**src/rtl/od_line_repeater.sv**
```systemverilog
module od_line_repeater #(
  parameter int PROP_DLY = 4,
  parameter int PU_WIDTH = 3
) (
  input  logic clk,
  input  logic rst_n,
  input  logic host_in,
  input  logic card_in,
  output logic host_pd,
  output logic card_pd,
  output logic host_pu,
  output logic card_pu
);

  localparam int MAXC = (PROP_DLY > PU_WIDTH) ? PROP_DLY : PU_WIDTH;
  localparam int CW   = (MAXC < 2) ? 1 : $clog2(MAXC + 1);

  typedef enum logic [5:0] {
    IDLE    = 6'b000001,
    MH_WAIT = 6'b000010,
    MH_LOW  = 6'b000100,
    MC_WAIT = 6'b001000,
    MC_LOW  = 6'b010000,
    PULLUP  = 6'b100000
  } st_t;

  st_t           state;
  logic [CW-1:0] cnt;
  logic [2:0]    h_sh, c_sh;
  logic          pu_card;

  logic h_s, c_s, fall_h, fall_c;
  assign h_s    = h_sh[1];
  assign c_s    = c_sh[1];
  assign fall_h = h_sh[2] & ~h_s;
  assign fall_c = c_sh[2] & ~c_s;

  always_ff @(posedge clk or negedge rst_n) begin
    if (!rst_n) begin
      h_sh <= '1;
      c_sh <= '1;
    end else begin
      h_sh <= {h_sh[1:0], host_in};
      c_sh <= {c_sh[1:0], card_in};
    end
  end

  always_ff @(posedge clk or negedge rst_n) begin
    if (!rst_n) begin
      state   <= IDLE;
      cnt     <= '0;
      pu_card <= 1'b0;
    end else begin
      unique case (state)
        IDLE: begin
          cnt <= '0;
          if (fall_h)      state <= MH_WAIT;
          else if (fall_c) state <= MC_WAIT;
        end
        MH_WAIT: begin
          if (h_s) state <= IDLE;
          else if (cnt == CW'(PROP_DLY - 1)) begin
            state <= MH_LOW;
            cnt   <= '0;
          end else cnt <= cnt + 1'b1;
        end
        MC_WAIT: begin
          if (c_s) state <= IDLE;
          else if (cnt == CW'(PROP_DLY - 1)) begin
            state <= MC_LOW;
            cnt   <= '0;
          end else cnt <= cnt + 1'b1;
        end
        MH_LOW: if (h_s) begin
          state   <= PULLUP;
          pu_card <= 1'b1;
          cnt     <= '0;
        end
        MC_LOW: if (c_s) begin
          state   <= PULLUP;
          pu_card <= 1'b0;
          cnt     <= '0;
        end
        PULLUP: begin
          if (cnt == CW'(PU_WIDTH - 1)) begin
            state <= IDLE;
            cnt   <= '0;
          end else cnt <= cnt + 1'b1;
        end
        default: state <= IDLE;
      endcase
    end
  end

  assign card_pd = (state == MH_LOW);
  assign host_pd = (state == MC_LOW);
  assign card_pu = (state == PULLUP) &  pu_card;
  assign host_pu = (state == PULLUP) & ~pu_card;

endmodule

```
**config.mk**
```make
export PLATFORM = sky130hd
export DESIGN_NAME = od_line_repeater
export DESIGN_NICKNAME = d
export VERILOG_FILES = /design/src/rtl/od_line_repeater.sv
export SDC_FILE = /design/constraint.sdc
export NUM_CORES = 1
export LEC_CHECK = 0
export BUFFER_PORTS_ARGS = -buffer_cell sky130_fd_sc_hd__buf_2
export CAP_MARGIN = 5
export CELL_PAD_IN_SITES_DETAIL_PLACEMENT = 1
export CELL_PAD_IN_SITES_GLOBAL_PLACEMENT = 1
export CORE_UTILIZATION = 40
export CTS_CLUSTER_SIZE = 28
export DETAILED_ROUTE_END_ITERATION = 10
export GPL_TIMING_DRIVEN = 0
export PLACE_DENSITY_LB_ADDON = 0.1
export RECOVER_POWER = 25
export SYNTH_ARGS = -nofsm -noshare
export SYNTH_HDL_FRONTEND = slang
export SYNTH_SLANG_ARGS = --single-unit
export TNS_END_PERCENT = 50
```
**constraint.sdc**
```tcl
create_clock -name clk -period 1.8 [get_ports clk]
set_input_delay 0.36 -clock clk [delete_from_list [all_inputs] [get_ports clk]]
set_output_delay 0.36 -clock clk [all_outputs]
set_load 0.02 [all_outputs]
```
; Word-level counts from Yosys, hierarchy flattened
; Cells that the tools add are included.
[totals]
input_bits = 4
out_inout_bits = 4
register_bits = 16
[classes]
eq_ne = 16
reduce_logical = 5
bitwise = 7
addsub = 1
muxes = 20
[op_table]
columns = operator, n
row1 = $mux W6, 9
row2 = $pmux W6 S6, 1
row3 = $mux W3, 6
row4 = $pmux W3 S6, 1
row5 = $ne A3 B3 Y1 const B, 3
row6 = $eq A3 B2 Y1 const B, 2
row7 = $eq A6 B1 Y1 const B, 1
row8 = $eq A6 B2 Y1 const B, 1
row9 = $eq A6 B3 Y1 const B, 1
row10 = $eq A6 B4 Y1 const B, 1
row11 = $eq A6 B5 Y1 const B, 1
row12 = $eq A6 B6 Y1 const B, 1
row13 = $ne A2 B2 Y1 const B, 3
row14 = $reduce_and A6 Y1, 1
row15 = $reduce_bool A6 Y1, 1
row16 = $reduce_and A5 Y1, 1
row17 = $and A1 B1 Y1, 4
row18 = $ne A2 B1 Y1 const B, 2
row19 = $add A3 B1 Y3 const B, 1
row20 = $not A1 Y1, 3
row21 = $reduce_and A3 Y1, 1
row22 = $mux W1, 2
row23 = $pmux W1 S2, 1
row24 = $reduce_bool A2 Y1, 1

; Logic depth before layout (Yosys ltp)
; Gate-level depths: netlist (run 1).
[depth]
ltp_word = 5
ltp_mapped = 7

; Worst setup path after synthesis (run 1)
; Ideal clock, no wire load.
[synth_timing]
kind = reg2reg
startpoint = reg state[4]
endpoint = reg cnt[1]
synth_period_minus_slack_ns = 1.925
setup_time_ns = 0.125
n_path_buf = 2
arrival_ns = 1.800
path_stages_with_launch = 8
slack_ns = -0.125
path_cell_list = dfrtp_1 buf_4 nor4_1 and2_1 clkbuf_1 a22oi_2 o211ai_4 mux2_4
[synth_via]
elab_chain_cells = 3
[synth_lines]
columns = element, line_no
row1 = start: declaration, 27  ; st_t state;
row2 = start signal: assignment, 50  ; state <= IDLE;
row3 = start signal: assignment, 57  ; if (fall_h) state <= MH_WAIT;
row4 = start signal: assignment, 58  ; else if (fall_c) state <= MC_WAIT;
row5 = $eq A6 B3 Y1 *, --
row6 = net card_pd, 10  ; output logic card_pd,
row7 = $reduce_bool A6 Y1 (no source line) or $ne A2 B1 Y1 (tied branches), --
row8 = $reduce_and A5 Y1 (no source line), --
row9 = end signal: assignment, 65  ; end else cnt <= cnt + 1'b1;
row10 = end signal: assignment, 72  ; end else cnt <= cnt + 1'b1;
row11 = end signal: assignment, 88  ; end else cnt <= cnt + 1'b1;
row12 = end: declaration, 28  ; logic [CW-1:0] cnt;
; The timed path passes the listed nets; every way through them passes the cells marked *.
; A chain may end at the register's enable or synchronous reset.

; Worst setup path after layout (run 1)
[layout_timing]
startpoint = reg state[2]
endpoint = out host_pu
[layout_via]
elab_chain_cells = 2
[layout_lines]
columns = element, line_no
row1 = $eq A6 B6 Y1, 98  ; assign host_pu = (state == PULLUP) & ~pu_card;
row2 = $and A1 B1 Y1, 98
row3 = end: declaration, 11  ; output logic host_pu,
; No other way between the ends.

==> results.md, run 1 <==
- Worst Path Required: 1.44 ns
- Netlist Area Pre-Place: 936 µm²
- WHS Path Cells: 1
- Initial DRC count: 11
- CTS tree: yes
- Tcrit/Tclk final: 1.13
- Pleak: 0.541 nW
- Synth warnings: 0
- Unrepaired setup endpoints after global routing: true
- Outcome: finished, violations left
- Hold Vio Cnt, Final: 0
- Residual DRC count: 0
- Number of flops mapped to enable cells by yosys: 0
- Hold Crit Start: host_in
- Max Freq: 0.493 GHz
- Post-synthesis cell type count: 35
- Prevailing post-synth register cell: dfrtp_1
- Slew headroom: 0.773
- Core area: 0.00221 mm²
- Synth area leaders: dfrtp_1, dfstp_2, ha_1
- Site Rows: 17
- Global-route wire length before repair: 3.80 mm
- Power Dens Cells: 983 mW/mm²
- Remaining global-route overflow: 0
- Worst setup SP type: flop
- Minimum clock period: 2.03 ns
- Seq/Total Area, Yosys: 0.437
- Dominant cell by count in the synthesized netlist: dfrtp_1
- Worst-Margin Slew: 0.340 ns
- PortBufs: 7
- Ys async rst share: 1.00
- Hold WC Path Type: in2reg
- Final net count: 122
- I/O Pins: 8
- Antenna Nets Post-Route: 0
- WL per Instance: 16.1 µm
- H-tree level count: 1
- DRT Wirelength: 2.25 mm
- Endpoints failing setup: 7
- Largest net degree at the start of global routing: 17
- Failing checks: negative setup slack
- Initial Util: 0.423
- Share of cells above drive strength 1: 0.438
- Setup CP Type: reg2out
- Ant diodes: 0
- Multi-input logic area: 512 µm²
- Drt first pass iters: 4
- P&R area growth vs syn: 29.9%
- Clk_skew: 0.00453 ns
- DP HPWL: 1.46 mm
- DIE WIDTH: 50.4 µm
- Critical R2R Capture: cnt[1]
- Area occupied by registers: 413 µm²
- DR vias: 742
- Syn nets: 98
- Max-cap violations: 0
- Clk_lat worst skew: 0.28 ns
- CP Capture Type: output port
- Minimum hold slack: 0.170 ns
- Worst Hold Endpoint: h_sh[0]
- Initial antenna violation count: 0
- Fin cells: 140
- Reg clk slew, reported paths: 0.09 ns
- Avg Cell Area, Syn: 10.5 µm²
- Dpl ws: -0.166 ns
- Arrival time at the worst endpoint: 1.67 ns
- Num CTS Buffers: 3
- Gr usage total: 0.210
- Die H: 50.4 µm
- Area leader, netlist: dfrtp_1
- Maximum VDD drop: 597 µV
- Placed insts: 124
- Vias in the first global route: 767
- #FFs+latches synth: 16
- Area of the die: 0.00254 mm²
- Clk buf depth: 2
- Filler cells: 254
- Post-DR vias/cell: 5.30
- Reg-to-reg startpoint: state[3]
- Post-Synthesis Cells: 89
- Top cells by count, synth: dfrtp_1, dfstp_2, inv_1, nor2_1, nand2_1
- Clock Sinks: 16
- Reg2reg path depth: 5
- Max-slew violation count: 0
- Synth top area share: 0.241
- Max FO, Critical Path: 6
- GP Congestion: 0.687
- Setup slack after layout: -0.229 ns
- R2R Setup Slk: -0.18 ns
- Clock root buffer: clkbuf_4
==> cell usage in the layout, fill, tap and decap left out, types with 2 or more instances in the layout <==
master / instances
a21oi_1: 3
a22oi_1: 2
a22oi_2: 2
and2_4: 2
buf_2: 3
buf_4: 13
buf_6: 6
clkbuf_4: 3
dfrtp_1: 6
dfrtp_2: 3
dfstp_1: 2
dfstp_2: 5
ha_1: 5
inv_1: 7
mux2_4: 2
mux2i_1: 2
nand2_1: 6
nor2_1: 7
nor2b_1: 2
nor4_4: 2
o21ai_0: 5
xor2_1: 2
==> per-stage QoR <==
step	TNS (ns)	instance area (µm²)	total power, mW	utilization
after floorplan	-0.0634	937	0.768	-
after global placement	-0.339	1010	0.839	0.455
after detailed placement	-0.386	1010	0.852	0.455
after CTS	-0.995	1180	1.15	0.535
after global routing	-1.66	1220	1.29	0.550
final	-1.08	1220	1.20	0.550
==> sequential cells by signal, indices dropped and copies added (netlist names) <==
register	cells
c_sh	3
cnt	3
h_sh	3
pu_card	1
state	6
==> power by group <==
group          leakage, nW  internal, mW  switching [mW]
combinational        0.334         0.289           0.263
clock               0.0150        0.0860           0.106
sequential           0.192         0.413          0.0393
==> kinds of logic (layout without fill, tap and decap cells) <==
logic type,after synthesis,count (layout),share of synthesized area
DFF,16,16,0.437
xor gates and xnor gates,2,2,0.0187
muxes,4,4,0.0535
buffers and inverters,12,35,0.0615
and+or+nand+nor,31,31,0.206
adders and majority gates,5,5,0.0668
AOI/OAI and AO/OA,19,19,0.156
==> worst max path at each step <==
stage | start | to | slack, ns
final | state[2] | host_pu | -0.23
after CTS | state[1] | host_pu | -0.20
after floorplan | state[2] | cnt[1] | -0.03
after detailed placement | state[3] | cnt[1] | -0.17
after global routing | state[2] | host_pu | -0.30
after global placement | state[2] | cnt[1] | -0.17
==> metal layers <==
metal | track usage | part of all wire | up-vias | wire, µm
li1 | - | - | 359 | -
met1 | 0.273 | 0.46 | 372 | 1030
met2 | 0.344 | 0.51 | 9 | 1140
met3 | 0.0273 | 0.020 | 2 | 45
met4 | 0.0972 | 0.012 | 0 | 26
met5 | 0 | 0 | - | 0
==> worst max-delay path: stages (launching register included) <==
cell      delay [ns]
dfrtp_2         0.46
nor4_4          0.36
buf_4           0.17
nand3b_1        0.13
nor2_1          0.12
buf_4           0.15
==> cell type report <==
cell class              instances  area share
multi-input cells              61       0.421
flip-flops and latches         16       0.340
repair buffers                 20       0.129
plain buffers                   4      0.0391
well taps                      28      0.0288
clock buffers                   4      0.0216
inverters                       7      0.0216
==> what timing repair did <==
item                                   CTS  global route
setup endpoints to repair                8             9
pin swaps                                6             7
hold buffers                             1             0
resized for setup                       22             4
endpoints found under the hold margin    9             0
buffers inserted                         8             4
No activity file was read; power rests on OpenSTA's default activity.
==> run 2, diff against run 1 <==
--- a/config.mk
+++ b/config.mk
@@ -9,7 +9,7 @@
 export CAP_MARGIN = 5
 export CELL_PAD_IN_SITES_DETAIL_PLACEMENT = 1
 export CELL_PAD_IN_SITES_GLOBAL_PLACEMENT = 1
-export CORE_UTILIZATION = 40
+export CORE_UTILIZATION = 45
 export CTS_CLUSTER_SIZE = 28
 export DETAILED_ROUTE_END_ITERATION = 10
 export GPL_TIMING_DRIVEN = 0
==> constraint.sdc (replaced) <==
create_clock -name clk -period 2 [get_ports clk]
set_input_delay 0.4 -clock clk [delete_from_list [all_inputs] [get_ports clk]]
set_output_delay 0.4 -clock clk [all_outputs]
set_load 0.02 [all_outputs]
==> results.md, run 2 (synthesized netlist as in run 1, its figures left out) <==
- Dpl ws: 0.0252 ns (+0.191 ns)
- Core area: 0.00196 mm² (-11%)
- P&R area growth vs syn: 19.9%
- Slew headroom: 0.442 (-0.331)
- DR vias: 665 (-10%)
- Highest routed layer: met3
- CP Capture Type: output port
- Max FO, Critical Path: 6 (unchanged)
- Die H: 47.6 µm (-5.5%)
- Largest net degree at the start of global routing: 17 (unchanged)
- Vias in the first global route: 639 (-17%)
- Ant diodes: 0 (unchanged)
- Share of cells above drive strength 1: 0.385 (-0.0529)
- Commonest cells after routing, fill and taps aside: buf_4, inv_1, nor2_1, dfstp_2, dfrtp_1
- Maximum VDD drop: 617 µV (+3.4%)
- CTS tree: yes
- Worst setup SP type: flop
- Largest Register: state
- Reg-to-reg startpoint: state[2]
- Cts hold-fix bufs: 0 (-1)
- Final net count: 114 (-6.6%)
- Arrival time at the worst endpoint: 1.58 ns (-0.09 ns)
- Worst-Margin Slew: 0.837 ns (+0.496 ns)
- Remaining global-route overflow: 0 (unchanged)
- Post-DR vias/cell: 5.08 (-4.2%)
- Gr usage total: 0.181 (-0.0294)
- Fin cells: 131 (-6.4%)
- Drt first pass iters: 2 (-2)
- Clock Sinks: 16 (unchanged)
- Initial antenna violation count: 0 (unchanged)
- GP Congestion: 0.719 (+4.7%)
- Hold WC Path Type: in2async
- Endpoints failing setup: 0 (-7)
- DP HPWL: 1.33 mm (-8.7%)
- Max-slew violation count: 0 (unchanged)
- Pleak: 0.498 nW (-8.0%)
- Core Util, Final: 0.572 (+0.0223)
- Global-route wire length before repair: 2.79 mm (-27%)
- Crit path launch: state[2]
- Max Freq: 0.506 GHz
- Clk_lat worst skew: 0.28 ns (about the same)
- Tcrit/Tclk final: 0.989
- Outcome: complete, no violations
- Met2 wire length: 873 µm (-24%)
- Residual DRC count: 0 (unchanged)
- Unrepaired setup endpoints after global routing: true
- Post-route total power: 997 µW (-17%)
- Site Rows: 16 (-1)
- R2R Setup Slk: 0.02 ns (+0.20 ns)
- DRT Wirelength: 1.84 mm (-18%)
- DIE WIDTH: 47.6 µm (-5.5%)
- Initial DRC count: 8 (-3)
- Reg clk slew, reported paths: 0.09 ns (about the same)
- I/O Pins: 8 (unchanged)
- Max reg flops: 6 (unchanged)
- Met3 WL: 40 µm (-11%)
- Area of the die: 0.00227 mm² (-11%)
- Clk buf depth: 2 (unchanged)
- Hold Vio Cnt, Final: 0 (unchanged)
- Setup CP Type: reg2out
- Max-cap violations: 0 (unchanged)
- WL per Instance: 14.0 µm (-13%)
- Num CTS Buffers: 3 (unchanged)
- Commonest non-fill, non-tap cell in the layout: buf_4
- Critical R2R Capture: cnt[1]
- M1 wire length: 920 µm (-11%)
- Minimum clock period: 1.98 ns
- PortBufs: 7 (unchanged)
- Clock root buffer: clkbuf_4
- Reg2reg path depth: 5 (unchanged)
- Initial Util: 0.477 (+0.0540)
- Placed insts: 123 (-0.81%)
- Power Dens Cells: 888 mW/mm² (-9.7%)
- Setup slack after layout: 0.0223 ns (+0.251 ns)
- Worst Path Required: 1.60 ns (+0.16 ns)
- H-tree level count: 1 (unchanged)
- Clk_skew: 0.00451 ns (-0.0000206 ns)
- Antenna Nets Post-Route: 0 (unchanged)
run 2: changes by cell type in the layout (fill, tap and decap cells not counted), sizes merged:
cell | before | now
buf | 22 | 15
dlygate4sd3 | 1 | 0
run 2: worst max path at each step:
| stage | endpoint | cells past startpoint | slack [ns] |
|---|---|---|---|
| floorplan | cnt[1] | 7 | 0.08 |
| detailed placement | cnt[1] | 5 | 0.03 |
| global placement | cnt[1] | 5 | 0.02 |
| CTS | card_pu | 5 | -0.03 |
| global route | card_pu | 4 | -0.06 |
| finish | card_pu | 4 | 0.02 |
run 2: final cells by class:
type	instances	area, µm²
fillers	238	840
clock buffers	4	36.3
flip-flops and latches	16	412
well taps	27	33.8
multi-input cells	61	490
plain buffers	3	30.0
repair buffers	13	93.8
inverters	7	26.3
run 2: per-stage QoR:
step	hold WS [ns]	instance area, µm²	TNS (ns)
global placement	0.325	1000	0
detailed placement	0.328	1000	0
global route	0.182	1120	-0.113
finish	0.190	1120	0
CTS	0.0165	1120	-0.0400
floorplan	0.104	936	0
run 2: critical path, cell delays in order, from the launching register on:
cell and delay (ns):
dfrtp_2 0.46, nor4_4 0.35, and3b_2 0.24, and2_4 0.14, buf_6 0.10
run 2: routing by layer:
metal / vias up / GRT usage
li1: 339 / -
met1: 317 / 0.236
met2: 9 / 0.315
met3: 0 / 0.0453
met4: 0 / 0.0167
met5: - / 0
run 2: report_power, final:
group          total [mW]  internal [mW]  leakage [nW]  switching, mW
Clock               0.206          0.111        0.0210         0.0955
Combinational       0.359          0.188         0.282          0.171
Sequential          0.432          0.373         0.195         0.0584
run 2: what timing repair did:
action                                  4_1_cts  5_1_grt
buffers inserted                              5        1
endpoints found under the setup margin        4        6
pin swaps                                     4        5
resized for setup                            14        2
endpoints found under the hold margin         0        0
